### config.mk
export PLATFORM = sky130hd
export DESIGN_NAME = endref_prescale_ctl
export DESIGN_NICKNAME = d
export VERILOG_FILES = /design/src/rtl/ndiv_pkg.sv /design/src/rtl/ndiv_hold.sv /design/src/rtl/ndiv_split.sv /design/src/rtl/ndiv_count.sv /design/src/rtl/ndiv_modctl.sv /design/src/rtl/endref_prescale_ctl.sv
export SDC_FILE = /design/constraint.sdc
export NUM_CORES = 1
export LEC_CHECK = 0
export ABC_AREA = 1
export BUFFER_PORTS_ARGS = -buffer_cell sky130_fd_sc_hd__buf_2
export CORE_MARGIN = 2
export CORE_UTILIZATION = 40
export DETAILED_ROUTE_END_ITERATION = 7
export SLEW_MARGIN = 0
export SYNTH_ARGS = -nofsm -noshare
export SYNTH_HDL_FRONTEND = slang
export SYNTH_SLANG_ARGS = --single-unit
export TNS_END_PERCENT = 50
### constraint.sdc
create_clock -name clk_pre -period 3.8 [get_ports clk_pre]
set_input_delay 0.38 -clock clk_pre [delete_from_list [all_inputs] [get_ports clk_pre]]
set_output_delay 0.38 -clock clk_pre [all_outputs]
set_load 0.01 [all_outputs]
### src/rtl/ndiv_pkg.sv
package ndiv_pkg;
  // Registered output flags of the controller
  typedef struct packed {
    logic edge_p;
    logic hi_req;
    logic strobe;
    logic clamp;
  } ndiv_flags_t;
endpackage

### src/rtl/ndiv_hold.sv
// Keeps the divide word in use; takes a new one only at terminal count
module ndiv_hold #(
  parameter int NW = 16,
  parameter logic [NW-1:0] RST_WORD = 16'd1000
) (
  input  logic          clk,
  input  logic          rst,
  input  logic          term,
  input  logic [NW-1:0] word_in,
  input  logic          word_vld,
  output logic [NW-1:0] word_sel
);
  logic [NW-1:0] hold_q;

  assign word_sel = (term && word_vld) ? word_in : hold_q;

  always_ff @(posedge clk) begin
    if (rst) hold_q <= RST_WORD;
    else if (term) hold_q <= word_sel;
  end
endmodule

### src/rtl/ndiv_split.sv
// Splits N into the count M and the swallow A, clamping illegal pairs
module ndiv_split #(
  parameter int NW = 16,
  parameter int PW = 5,
  localparam int CW = NW - PW
) (
  input  logic [NW-1:0] word,
  output logic [CW-1:0] m_cnt,
  output logic [CW-1:0] a_cnt,
  output logic          bad
);
  logic [CW-1:0] m_raw;
  logic [CW-1:0] a_raw;
  logic          m_zero;
  logic          a_over;

  assign m_raw  = word[NW-1:PW];
  assign a_raw  = {{(CW-PW){1'b0}}, word[PW-1:0]};
  assign m_zero = (m_raw == '0);

  always_comb begin
    m_cnt  = m_zero ? CW'(1) : m_raw;
    a_over = (a_raw > m_cnt);
    a_cnt  = a_over ? m_cnt : a_raw;
    bad    = m_zero || a_over;
  end
endmodule

### src/rtl/ndiv_count.sv
// Single down counter; terminal count at one (or zero straight after reset)
module ndiv_count #(
  parameter int CW = 11
) (
  input  logic          clk,
  input  logic          rst,
  input  logic [CW-1:0] m_load,
  input  logic [CW-1:0] a_load,
  output logic          term,
  output logic [CW-1:0] cnt_nx,
  output logic [CW-1:0] a_nx,
  output logic [CW-1:0] cnt_q
);
  logic [CW-1:0] a_q;

  assign term = (cnt_q <= CW'(1));

  always_comb begin
    if (term) begin
      cnt_nx = m_load;
      a_nx   = a_load;
    end else begin
      cnt_nx = cnt_q - CW'(1);
      a_nx   = a_q;
    end
  end

  always_ff @(posedge clk) begin
    if (rst) begin
      cnt_q <= '0;
      a_q   <= '0;
    end else begin
      cnt_q <= cnt_nx;
      a_q   <= a_nx;
    end
  end
endmodule

### src/rtl/ndiv_modctl.sv
// Comparator against the swallow count and the registered output flags
module ndiv_modctl
  import ndiv_pkg::*;
#(
  parameter int CW = 11
) (
  input  logic          clk,
  input  logic          rst,
  input  logic          term,
  input  logic          bad,
  input  logic [CW-1:0] cnt_nx,
  input  logic [CW-1:0] a_nx,
  output ndiv_flags_t   flags
);
  ndiv_flags_t flags_q;

  always_ff @(posedge clk) begin
    if (rst) begin
      flags_q <= '0;
    end else begin
      flags_q.edge_p <= term;
      flags_q.hi_req <= (cnt_nx <= a_nx);
      flags_q.strobe <= (cnt_nx == CW'(1));
      if (term) flags_q.clamp <= bad;
    end
  end

  assign flags = flags_q;
endmodule

### src/rtl/endref_prescale_ctl.sv
module endref_prescale_ctl
  import ndiv_pkg::*;
#(
  parameter int P  = 32,
  parameter int NW = 16,
  parameter logic [NW-1:0] RST_WORD = 16'd1000
) (
  input  logic          clk_pre,
  input  logic          rst,
  input  logic [NW-1:0] div_word,
  input  logic          div_valid,
  output logic          mod_hi,
  output logic          div_edge,
  output logic          reload,
  output logic          cfg_err
);
  // P must be a power of two and NW must exceed 2*log2(P)
  localparam int PW = $clog2(P);
  localparam int CW = NW - PW;

  logic          term;
  logic          bad;
  logic [NW-1:0] word_sel;
  logic [CW-1:0] m_cnt;
  logic [CW-1:0] a_cnt;
  logic [CW-1:0] cnt_nx;
  logic [CW-1:0] a_nx;
  logic [CW-1:0] cnt_q;
  ndiv_flags_t   flags;

  ndiv_hold #(.NW(NW), .RST_WORD(RST_WORD)) hold_i (
    .clk(clk_pre), .rst(rst), .term(term),
    .word_in(div_word), .word_vld(div_valid), .word_sel(word_sel)
  );

  ndiv_split #(.NW(NW), .PW(PW)) split_i (
    .word(word_sel), .m_cnt(m_cnt), .a_cnt(a_cnt), .bad(bad)
  );

  ndiv_count #(.CW(CW)) count_i (
    .clk(clk_pre), .rst(rst), .m_load(m_cnt), .a_load(a_cnt),
    .term(term), .cnt_nx(cnt_nx), .a_nx(a_nx), .cnt_q(cnt_q)
  );

  ndiv_modctl #(.CW(CW)) modctl_i (
    .clk(clk_pre), .rst(rst), .term(term), .bad(bad),
    .cnt_nx(cnt_nx), .a_nx(a_nx), .flags(flags)
  );

  assign div_edge = flags.edge_p;
  assign mod_hi   = flags.hi_req;
  assign reload   = flags.strobe;
  assign cfg_err  = flags.clamp;
endmodule

==> results of run 1 <==
[where the power goes]
group | internal [mW] | switching [mW]
Clock | 0.147 | 0.163
Sequential | 0.555 | 0.0479
Combinational | 1.10 | 1.30
[worst reg2reg max path, delay by kind of cell, from the launching register on]
kind / cells / cell delay (ps)
and+or+nand+nor: 17 / 1750
DFF: 1 / 330
AOI/OAI and AO/OA: 8 / 840
adders and majority gates: 3 / 550
buffers and inverters: 5 / 410
[worst max path at each step]
stage / from / end / slack, ps / cells past startpoint
6_report: count_i.cnt_q[1] / modctl_i.flags[2] / -240 / 33
5_1_grt: count_i.cnt_q[1] / modctl_i.flags[2] / -570 / 33
4_1_cts: count_i.cnt_q[1] / modctl_i.flags[2] / -210 / 34
3_5_place_dp: count_i.cnt_q[1] / modctl_i.flags[2] / -310 / 30
3_3_place_gp: count_i.cnt_q[1] / modctl_i.flags[2] / -110 / 30
2_1_floorplan: count_i.cnt_q[1] / modctl_i.flags[2] / 7 / 30
[state kept, by name, summed over array words and instances (netlist names)]
signal	flops
count_i.cnt_q	11
hold_i.hold_q	16
count_i.a_q	11
modctl_i.flags	4
[cells in the mapped netlist (7+ instances only)]
library cell	count
inv_2	7
a21oi_1	9
o21ai_0	14
or2_2	9
inv_1	47
nand3_2	10
ha_1	17
nor3_1	8
nand2_2	14
dfxtp_1	42
nor2_1	34
nand2_1	71
nand4_1	13
[cell type report]
type,instances,share of cell area [%]
Inverter,54,5.71
Multi-Input combinational cell,245,47.5
Clock inverter,1,0.141
Clock buffer,7,2.43
Tap cell,77,2.72
Sequential cell,42,23.8
Timing Repair Buffer,82,17.7
[metrics by stage]
stage	power (mW)	util, %	setup slack, ps	hold WS, ps
2_1_floorplan	1.94	-	6.65	429
3_3_place_gp	2.50	48.9	-107	444
3_5_place_dp	2.56	48.9	-311	444
4_1_cts	3.07	53.3	-212	431
5_1_grt	3.63	55.6	-572	424
6_report	3.31	55.6	-242	420
[cells by family after synthesis]
kind of cell    count (synthesis)
compound gates                 44
xor+xnor                        5
fa+ha+maj                      17
buf+inv                        65
flops                          42
simple gates                  179
[repair_timing]
action,in CTS,in global routing
endpoints found under the hold margin,0,0
gates resized for setup,21,23
gates cloned,1,0
pin swaps,18,36
setup buffers,15,3
setup endpoints to repair,1,2
[routing by layer]
| layer | vias up | routed length, um | part of all wire [%] |
|---|---|---|---|
| met3 | 6 | 132 | 2.0 |
| met5 | - | 0 | 0 |
| met1 | 1109 | 3150 | 49 |
| met4 | 0 | 82 | 1.3 |
| li1 | 1272 | - | - |
| met2 | 20 | 3130 | 48 |
==> impl_metrics.env, run 1 <==
export IMPL_outcome="finished, violations left"
export IMPL_violations="negative setup slack"
export IMPL_synth_top_family_by_area="simple AND/OR/NAND/NOR gates"
export IMPL_clock_sinks=42
export IMPL_via_per_inst=4.74
export IMPL_async_reset_ff_share_pct=0
export IMPL_route_detailed_drc=0
export IMPL_cellPowerDensity_mw_per_mm2=934
export IMPL_worstPathMaxFanout=7
export IMPL_min_to="hold_i.hold_q[5]"
export IMPL_final_common_cell="nand2_1"
export IMPL_gr_usage_met1_pct=24.6
export IMPL_rsz0062_at_grt="true"
export IMPL_p_leak_nw=1.73
export IMPL_min_from="div_word[5]"
export IMPL_synth_seq_area_share_pct=31.8
export IMPL_postSynthRegisterBits=42
export IMPL_synth_top_cell_area_share_pct=31.8
export IMPL_numCtsBuffers=5
export IMPL_relSlewSlack_pct=49.7
export IMPL_overflow=0
export IMPL_diodes=0
export IMPL_die_w_um=85.3
export IMPL_max_stage_delay_ps=330
export IMPL_use_met3_pct=2.92
export IMPL_critPathKind="register to register"
export IMPL_grt_total_usage_pct=18.7
export IMPL_synth_distinct_cells=34
export IMPL_ir_worst_vdd_uv=488
export IMPL_setup_violations=2
export IMPL_crit_required_ps=3960
export IMPL_drt_wl_total_mm=6.49
export IMPL_cts_tree="built"
export IMPL_std_cell_rows=29
export IMPL_io_pins=23
export IMPL_yosys_most_used_dff="dfxtp_1"
export IMPL_core_area_sq_mm=0.00639
export IMPL_critical_path_buf_inv_count=5
export IMPL_cp_top_family="simple AND/OR/NAND/NOR gates"
export IMPL_syn_avg_cell_area_sq_um=7.51
export IMPL_wl_per_cell_um=12.8
export IMPL_clockBufferDepth=2
export IMPL_yosys_warnings=0
export IMPL_die_height_um=85.3
export IMPL_busiest_layer="met2"
export IMPL_whs_path_depth=4
export IMPL_r2r_cells=33
export IMPL_routabilityCongestion=0.833
export IMPL_grt_pass1_vias=2332
export IMPL_h_tree_depth=2
export IMPL_postSynthCellCount=352
export IMPL_setup_ws_ps=-242
export IMPL_dpl_hpwl_mm=4.58
export IMPL_ant_nets=0
export IMPL_num_vias=2407
export IMPL_r2r_end="modctl_i.flags[2]"
export IMPL_synth_fa_ha_area_share_pct=8.05
export IMPL_drt_iter0_drc=104
export IMPL_dpl_cell_area_sq_mm=0.00312
export IMPL_worst_slew_pin_slew_ps=755
export IMPL_slowest_stage="dfxtp_2"
export IMPL_layout_area_seq_sq_um=843
export IMPL_syn_num_nets=388
export IMPL_met2_usage_pct=31.7
export IMPL_synth_simple_gate_area_share_pct=35.7
export IMPL_period_minus_slack_ps=4040
export IMPL_synth_compound_area_share_pct=12.4
export IMPL_hold_viol_final=0
export IMPL_period_share_pct=106
export IMPL_synth_xor_area_share_pct=1.66
export IMPL_netlist_top_cells_area="dfxtp_1, nand2_1, ha_1, inv_1, nor2_1"
export IMPL_antenna_found_initial=0
export IMPL_firstDrtPassIters=4
export IMPL_final_cell_mix="nand2_1, buf_4, inv_1"
export IMPL_fillers=615
export IMPL_crit_path_end_kind="register"
export IMPL_path_clk_slew_ps=90
export IMPL_rrSetupSlack_ps=-240
export IMPL_arrival_ps=4210
export IMPL_hold_buffers=0
export IMPL_instances_no_fill=508
export IMPL_skew_ps=13.3
export IMPL_synthesis_area_sq_mm=0.00264
export IMPL_stdcell_area_sq_mm=0.00355
export IMPL_synth_area_mux_share_pct=0
export IMPL_die_area_sq_mm=0.00727
export IMPL_dp_cells=481
export IMPL_hp_class="input pin to register"
export IMPL_drive_gt1_share_pct=43.6
export IMPL_portBuffers=22
export IMPL_multi_input_area_sq_mm=0.00169
export IMPL_finalMaxSlewViolations=0
export IMPL_synth_edf_count=0
export IMPL_area_growth_pct=34.3
export IMPL_worstSkewPairLatency_ps=310
export IMPL_yosys_area_top_type="dfxtp_1"
export IMPL_fmax_mhz=247
export IMPL_timing_rr_start="count_i.cnt_q[1]"
export IMPL_maxCapViolCount=0
export IMPL_grt_max_degree=36
export IMPL_cpMostUsedCell="nand2_2"
export IMPL_start_util_pct=41.4
export IMPL_nets=466
export IMPL_setup_tns_ps=-401
export IMPL_crit_path_start_kind="register"
export IMPL_grt_pass1_wl_mm=10.9
export IMPL_cts_root_buf="clkbuf_8"
No activity file was read; power rests on OpenSTA's default activity.
==> run 2: changes to the inputs <==
--- a/config.mk
+++ b/config.mk
@@ -9,6 +9,7 @@
 export BUFFER_PORTS_ARGS = -buffer_cell sky130_fd_sc_hd__buf_2
 export CORE_MARGIN = 2
 export CORE_UTILIZATION = 40
+export CTS_BUF_LIST = sky130_fd_sc_hd__clkbuf_8
 export DETAILED_ROUTE_END_ITERATION = 7
 export SLEW_MARGIN = 0
 export SYNTH_ARGS = -nofsm -noshare
==> constraint.sdc (replaced) <==
create_clock -name clk_pre -period 3.75 [get_ports clk_pre]
set_input_delay 0.375 -clock clk_pre [delete_from_list [all_inputs] [get_ports clk_pre]]
set_output_delay 0.375 -clock clk_pre [all_outputs]
set_load 0.01 [all_outputs]
==> run 2 against run 1 <==
Effect of this change: the run still ends with negative setup slack left; register-to-register slack better by 20 ps; power down 9.8%; routed wire length down 6.9%; flip-flop and latch count unchanged; utilization down 4.2 points; via count down 3.1%; critical endpoint unchanged; largest cell class unchanged; highest routed layer unchanged.
==> impl_metrics.env, run 2 (same netlist as run 1, synthesis figures left out) <==
export IMPL_route_detailed_drc=0
export IMPL_start_util_pct=41.4
export IMPL_die_height_um=85.3
export IMPL_hp_class="register to register"
export IMPL_internal_power_mw=1.60
export IMPL_fmax_mhz=252
export IMPL_drt_wl_total_mm=6.04
export IMPL_setup_violations=1
export IMPL_rrSetupSlack_ps=-220
export IMPL_grt_pass1_wl_mm=10.2
export IMPL_ir_worst_vdd_uv=457
export IMPL_cpMostUsedCell="nand2_1"
export IMPL_outcome="finished, violations left"
export IMPL_clockPowerShare_pct=9.3
export IMPL_worstPathMaxFanout=10
export IMPL_r2r_end="modctl_i.flags[2]"
export IMPL_rsz0062_at_grt="true"
export IMPL_overflow=0
export IMPL_holdWs_ps=453
export IMPL_regMostFlops="hold_i.hold_q"
export IMPL_final_cell_mix="nand2_1, inv_1, buf_4"
export IMPL_arrival_ps=4200
export IMPL_violations="negative setup slack"
export IMPL_finalMaxSlewViolations=0
export IMPL_critPathKind="register to register"
export IMPL_maxCapViolCount=0
export IMPL_p_sw_mw=1.39
export IMPL_largest_reg_flops=16
export IMPL_crit_required_ps=3980
export IMPL_cts_root_buf="clkbuf_8"
export IMPL_drive_gt1_share_pct=37.4
export IMPL_max_stage_delay_ps=330
export IMPL_diodes=0
export IMPL_skew_ps=8.11
export IMPL_final_common_cell="nand2_1"
export IMPL_clockBufferDepth=2
export IMPL_via_per_inst=4.72
export IMPL_min_to="count_i.a_q[7]"
export IMPL_slowest_stage="dfxtp_2"
export IMPL_dp_cells=483
export IMPL_numCtsBuffers=5
export IMPL_grt_total_usage_pct=17.6
export IMPL_r2r_cells=35
export IMPL_pwr_share_comb_pct=70.4
export IMPL_h_tree_depth=2
export IMPL_hold_buffers=0
export IMPL_p_sw_share_pct=46.4
export IMPL_clock_sinks=42
export IMPL_final_util_pct=51.4
export IMPL_num_vias=2333
export IMPL_routabilityCongestion=0.841
export IMPL_period_share_pct=106
export IMPL_cellPowerDensity_mw_per_mm2=911
export IMPL_setup_ws_ps=-222
export IMPL_crit_path_end_kind="register"
export IMPL_die_w_um=85.3
export IMPL_drt_iter0_drc=110
export IMPL_crit_path_start_kind="register"
export IMPL_core_area_sq_mm=0.00639
export IMPL_std_cell_rows=29
export IMPL_pwr_share_seq_pct=20.4
export IMPL_die_area_sq_mm=0.00727
export IMPL_nets=453
export IMPL_timing_rr_start="count_i.cnt_q[1]"
export IMPL_io_pins=23
export IMPL_min_from="count_i.a_q[7]"
export IMPL_firstDrtPassIters=4
export IMPL_cts_tree="built"
export IMPL_cp_top_family="simple AND/OR/NAND/NOR gates"
export IMPL_wl_per_cell_um=12.2
export IMPL_worstSkewPairLatency_ps=300
export IMPL_ant_nets=0
export IMPL_critical_path_buf_inv_count=5
export IMPL_area_growth_pct=24.2
export IMPL_period_minus_slack_ps=3970
export IMPL_largest_registers="hold_i.hold_q x16, count_i.a_q x11, count_i.cnt_q x11"
export IMPL_grt_pass1_vias=2264
export IMPL_startpoint="count_i.cnt_q[1]"
export IMPL_worst_slew_pin_slew_ps=764
export IMPL_relSlewSlack_pct=49.1
export IMPL_whs_path_depth=2
export IMPL_hold_viol_final=0
export IMPL_portBuffers=22
export IMPL_dpl_hpwl_mm=4.48
export IMPL_path_clk_slew_ps=80
export IMPL_grt_max_degree=36
export IMPL_instances_no_fill=494
export IMPL_p_leak_nw=1.64
export IMPL_antenna_found_initial=0
[run 2: cell count changes in the layout (fill, tap and decap cells not counted), moves of 3 or more]
cell / previous run / this run
inv_2: 12 / 9
nand2_2: 20 / 16
ha_4: 5 / 1
inv_1: 42 / 47
buf_4: 53 / 44
nand2_1: 64 / 69
ha_1: 12 / 16
[run 2: cell type report]
cell class                      count  area [sq um]
Fill cell                         641          3100
Multi-Input combinational cell    245          1580
Sequential cell                    42           843
Timing Repair Buffer               69           487
Inverter                           54           203
Tap cell                           77          96.3
Clock buffer                        5          68.8
Clock inverter                      2          7.51
[run 2: worst min-delay path: cells and delay by family (launching register included)]
kind / cells / cell delay [ps]
and+or+nand+nor: 2 / 110
DFF: 1 / 300
[run 2: routing by layer]
metal	part of all wire (%)	vias up	GRT usage [%]	routed length (um)
met5	0	-	0	0
li1	-	1247	-	-
met1	49	1063	22.3	2960
met3	2.5	6	3.40	149
met4	1.2	0	4.76	75
met2	47	17	30.5	2860
[run 2: how the worst max path moves through the flow]
stage / to / slack, ps / cells after the start
2_1_floorplan: modctl_i.flags[2] / -30 / 30
3_3_place_gp: modctl_i.flags[2] / -110 / 30
3_5_place_dp: modctl_i.flags[2] / -280 / 30
4_1_cts: modctl_i.flags[2] / -240 / 32
5_1_grt: modctl_i.flags[2] / -560 / 36
6_report: modctl_i.flags[2] / -220 / 35
[run 2: per-stage QoR]
step / setup WS, ps / power [mW] / area, sq um / TNS [ps]
floorplan: -26.2 / 1.96 / 2650 / -26.2
global placement: -111 / 2.55 / 3120 / -111
detailed placement: -284 / 2.58 / 3120 / -284
CTS: -236 / 2.89 / 3210 / -236
global route: -555 / 3.31 / 3280 / -555
finish: -222 / 2.99 / 3280 / -222
[run 2: power by group through the flow]
stage               Sequential, mW  Clock [mW]  Combinational [mW]
finish                       0.609       0.278                2.10
global route                 0.619       0.301                2.38
CTS                          0.608       0.289                1.99
detailed placement           0.619           0                1.96
global placement             0.615           0                1.93
floorplan                    0.627           0                1.33
[run 2: timing repair]
action,CTS,global route
hold endpoints to repair,0,0
pin swaps,1,13
setup endpoints to repair,1,1
gates resized for setup,2,17
setup buffers,0,4
==> run 3: changes to the inputs <==
--- a/config.mk
+++ b/config.mk
@@ -5,12 +5,12 @@
 export SDC_FILE = /design/constraint.sdc
 export NUM_CORES = 1
 export LEC_CHECK = 0
-export ABC_AREA = 1
-export BUFFER_PORTS_ARGS = -buffer_cell sky130_fd_sc_hd__buf_2
 export CORE_MARGIN = 2
 export CORE_UTILIZATION = 40
 export CTS_BUF_LIST = sky130_fd_sc_hd__clkbuf_8
+export CTS_CLUSTER_DIAMETER = 100
 export DETAILED_ROUTE_END_ITERATION = 7
+export DONT_BUFFER_PORTS = 1
 export SLEW_MARGIN = 0
 export SYNTH_ARGS = -nofsm -noshare
 export SYNTH_HDL_FRONTEND = slang
==> run 3 against run 2 <==
Effect of this change: the run still ends with negative setup slack left; utilization increased by 1.6 points; non-clock buffer count decreased by 13; global-route usage increased by 0.73 points; flip-flop and latch count unchanged; cell area decreased by 2.7%; count of clock-buffer cells in the layout increased by 1; sequential share of layout area increased by 0.79 points; critical path depth decreased by 14; sequential power increased by 1%; critical path type unchanged; largest power group unchanged.
==> impl_metrics.env, run 3 <==
export IMPL_drt_iter0_drc=40
export IMPL_std_cell_rows=28
export IMPL_synthesis_area_sq_mm=0.00253
export IMPL_grt_total_usage_pct=18.4
export IMPL_hp_class="input pin to register"
export IMPL_numCtsBuffers=5
export IMPL_fillers=565
export IMPL_cpMostUsedCell="o21a_1"
export IMPL_worstSkewPairLatency_ps=300
export IMPL_crit_path_end_kind="register"
export IMPL_period_minus_slack_ps=4200
export IMPL_clockBufferDepth=2
export IMPL_maxCapViolCount=0
export IMPL_syn_avg_cell_area_sq_um=8.83
export IMPL_period_share_pct=112
export IMPL_wl_per_cell_um=15.2
export IMPL_dp_slack_ps=-475
export IMPL_num_vias=2132
export IMPL_io_pins=23
export IMPL_synth_xor_area_share_pct=3.46
export IMPL_die_area_sq_mm=0.00699
export IMPL_cp_top_family="compound AO/OA/AOI/OAI gates"
export IMPL_final_util_pct=53.0
export IMPL_critPathKind="register to register"
export IMPL_ir_worst_vdd_uv=389
export IMPL_syn_num_nets=323
export IMPL_synth_distinct_cells=56
export IMPL_synth_compound_area_share_pct=14.7
export IMPL_die_w_um=83.6
export IMPL_yosys_most_used_dff="dfxtp_1"
export IMPL_h_tree_depth=2
export IMPL_route_detailed_drc=0
export IMPL_p_leak_nw=1.29
export IMPL_die_height_um=83.6
export IMPL_skew_ps=10.2
export IMPL_worst_slew_pin_slew_ps=717
export IMPL_r2r_end="modctl_i.flags[2]"
export IMPL_diodes=0
export IMPL_synth_top_family_by_area="simple AND/OR/NAND/NOR gates"
export IMPL_hold_buffers=0
export IMPL_firstDrtPassIters=8
export IMPL_yosys_warnings=0
export IMPL_drive_gt1_share_pct=32.8
export IMPL_postSynthRegisterBits=42
export IMPL_grt_pass1_vias=2137
export IMPL_dp_cells=393
export IMPL_pwr_share_seq_pct=23.8
export IMPL_clockPowerShare_pct=14.3
export IMPL_max_stage_delay_ps=340
export IMPL_async_reset_ff_share_pct=0
export IMPL_netlist_top_cells_area="dfxtp_1, ha_1, mux2i_1, nand2_1, nor2_1"
export IMPL_crit_path_start_kind="register"
export IMPL_min_to="count_i.a_q[4]"
export IMPL_cts_tree="built"
export IMPL_postSynthCellCount=287
export IMPL_yosys_top_cells_count="dfxtp_1, nand2_1, nor2_1"
export IMPL_core_area_sq_mm=0.00603
export IMPL_antenna_found_initial=0
export IMPL_finalMaxSlewViolations=0
export IMPL_relSlewSlack_pct=52.2
export IMPL_largest_registers="hold_i.hold_q x16, count_i.a_q x11, count_i.cnt_q x11"
export IMPL_r2r_cells=21
export IMPL_ant_nets=0
export IMPL_setup_tns_ps=-450
export IMPL_via_per_inst=5.20
export IMPL_timing_rr_start="count_i.cnt_q[3]"
export IMPL_arrival_ps=4430
export IMPL_slowest_stage="dfxtp_2"
export IMPL_pwr_share_comb_pct=61.9
export IMPL_power_mw=2.59
export IMPL_cellPowerDensity_mw_per_mm2=812
export IMPL_synth_seq_area_share_pct=33.2
export IMPL_drt_wl_total_mm=6.23
export IMPL_internal_power_mw=1.54
export IMPL_synth_fa_ha_area_share_pct=8.40
export IMPL_nets=371
export IMPL_whs_path_depth=1
export IMPL_yosysMostFrequentCell="dfxtp_1"
export IMPL_fmax_mhz=238
export IMPL_setup_ws_ps=-450
export IMPL_routabilityCongestion=0.818
export IMPL_outcome="finished, violations left"
export IMPL_violations="negative setup slack"
export IMPL_grt_pass1_wl_mm=10.4
export IMPL_rrSetupSlack_ps=-450
export IMPL_dpl_cell_area_sq_mm=0.00287
export IMPL_crit_required_ps=3980
export IMPL_regMostFlops="hold_i.hold_q"
export IMPL_critical_path_buf_inv_count=3
export IMPL_area_growth_pct=26.0
export IMPL_synth_edf_count=0
export IMPL_dpl_hpwl_mm=4.51
export IMPL_clock_sinks=42
export IMPL_worstPathMaxFanout=4
export IMPL_grt_max_degree=43
export IMPL_instances_no_fill=410
export IMPL_largest_reg_flops=16
export IMPL_hold_viol_final=0
export IMPL_stdcell_area_sq_mm=0.00319
export IMPL_yosys_area_top_type="dfxtp_1"
export IMPL_final_common_cell="buf_4"
export IMPL_portBuffers=0
export IMPL_path_clk_slew_ps=80
export IMPL_worstPathCellList="nor4_4, buf_4, and4b_2, buf_6, mux2i_4, inv_2, ha_4, and3b_2, o31ai_2, a211oi_2, a311oi_4, or2_4, a221oi_4, ha_1, nor2b_1, o21a_1, o21a_1, o21a_1, o21ai_2, a21oi_2, nor2_1"
export IMPL_final_cell_mix="buf_4, dfxtp_1, nand2_1, nor2_1, a21oi_1"
export IMPL_min_from="rst"
export IMPL_rsz0062_at_grt="true"
export IMPL_cts_root_buf="clkbuf_8"
export IMPL_setup_violations=1
export IMPL_start_util_pct=42.0
export IMPL_synth_area_mux_share_pct=7.41
export IMPL_overflow=0
export IMPL_p_sw_share_pct=40.6
export IMPL_holdWs_ps=134
export IMPL_p_sw_mw=1.05
export IMPL_synth_simple_gate_area_share_pct=25.6
export IMPL_synth_top_cell_area_share_pct=33.2
## run 3: changes by cell type after synthesis, moves of 7 or more
cell	change
nand2_1	-38
inv_1	-36
mux2i_1	+14
nand2_2	-13
nand3_2	-10
nand4_1	-10
nor2b_1	+10
inv_2	-7
or2_2	-7
## run 3: area by class of cell
class	instances	area (sq um)	share of cell area [%]
clock inverter	1	30.0	0.940
inverter	11	41.3	1.29
clock buffer	6	82.6	2.59
timing repair buffer	56	432	13.5
multi-input combinational	219	1670	52.2
sequential	42	846	26.5
tap	75	93.8	2.94
## run 3: cells by family (layout without fill, tap and decap cells)
kind of cell | after synthesis | after routing
simple gates | 125 | 125
buf+inv | 26 | 74
flops | 42 | 42
compound gates | 50 | 50
xor+xnor | 10 | 10
fa+ha+maj | 17 | 17
mux | 17 | 17
## run 3: metal layers
layer / share of wire, % / track usage [%]
met1: 49 / 24.9
met2: 46 / 28.7
met3: 3.7 / 4.35
met4: 1.4 / 5.87
met5: 0 / 0
## run 3: worst max-delay path by stage
stage	startpoint	to	cells after the start
2_1_floorplan	count_i.cnt_q[1]	modctl_i.flags[2]	24
3_3_place_gp	count_i.cnt_q[4]	modctl_i.flags[2]	21
3_5_place_dp	count_i.cnt_q[4]	modctl_i.flags[2]	21
4_1_cts	count_i.cnt_q[4]	modctl_i.flags[2]	21
5_1_grt	count_i.cnt_q[3]	modctl_i.flags[2]	23
6_report	count_i.cnt_q[3]	modctl_i.flags[2]	21
## run 3: power by group through the flow
stage,Clock (mW),Sequential [mW],Combinational (mW)
2_1_floorplan,0,0.624,1.02
3_3_place_gp,0,0.622,1.43
3_5_place_dp,0,0.621,1.45
4_1_cts,0.383,0.616,1.51
5_1_grt,0.402,0.629,1.79
6_report,0.371,0.618,1.60
## run 3: repair_timing
action / in CTS / in global routing
setup endpoints to repair: 1 / 1
gates resized for setup: 6 / 24
setup buffers: 8 / 2
pin swaps: 13 / 12
endpoints found under the hold margin: 0 / 0
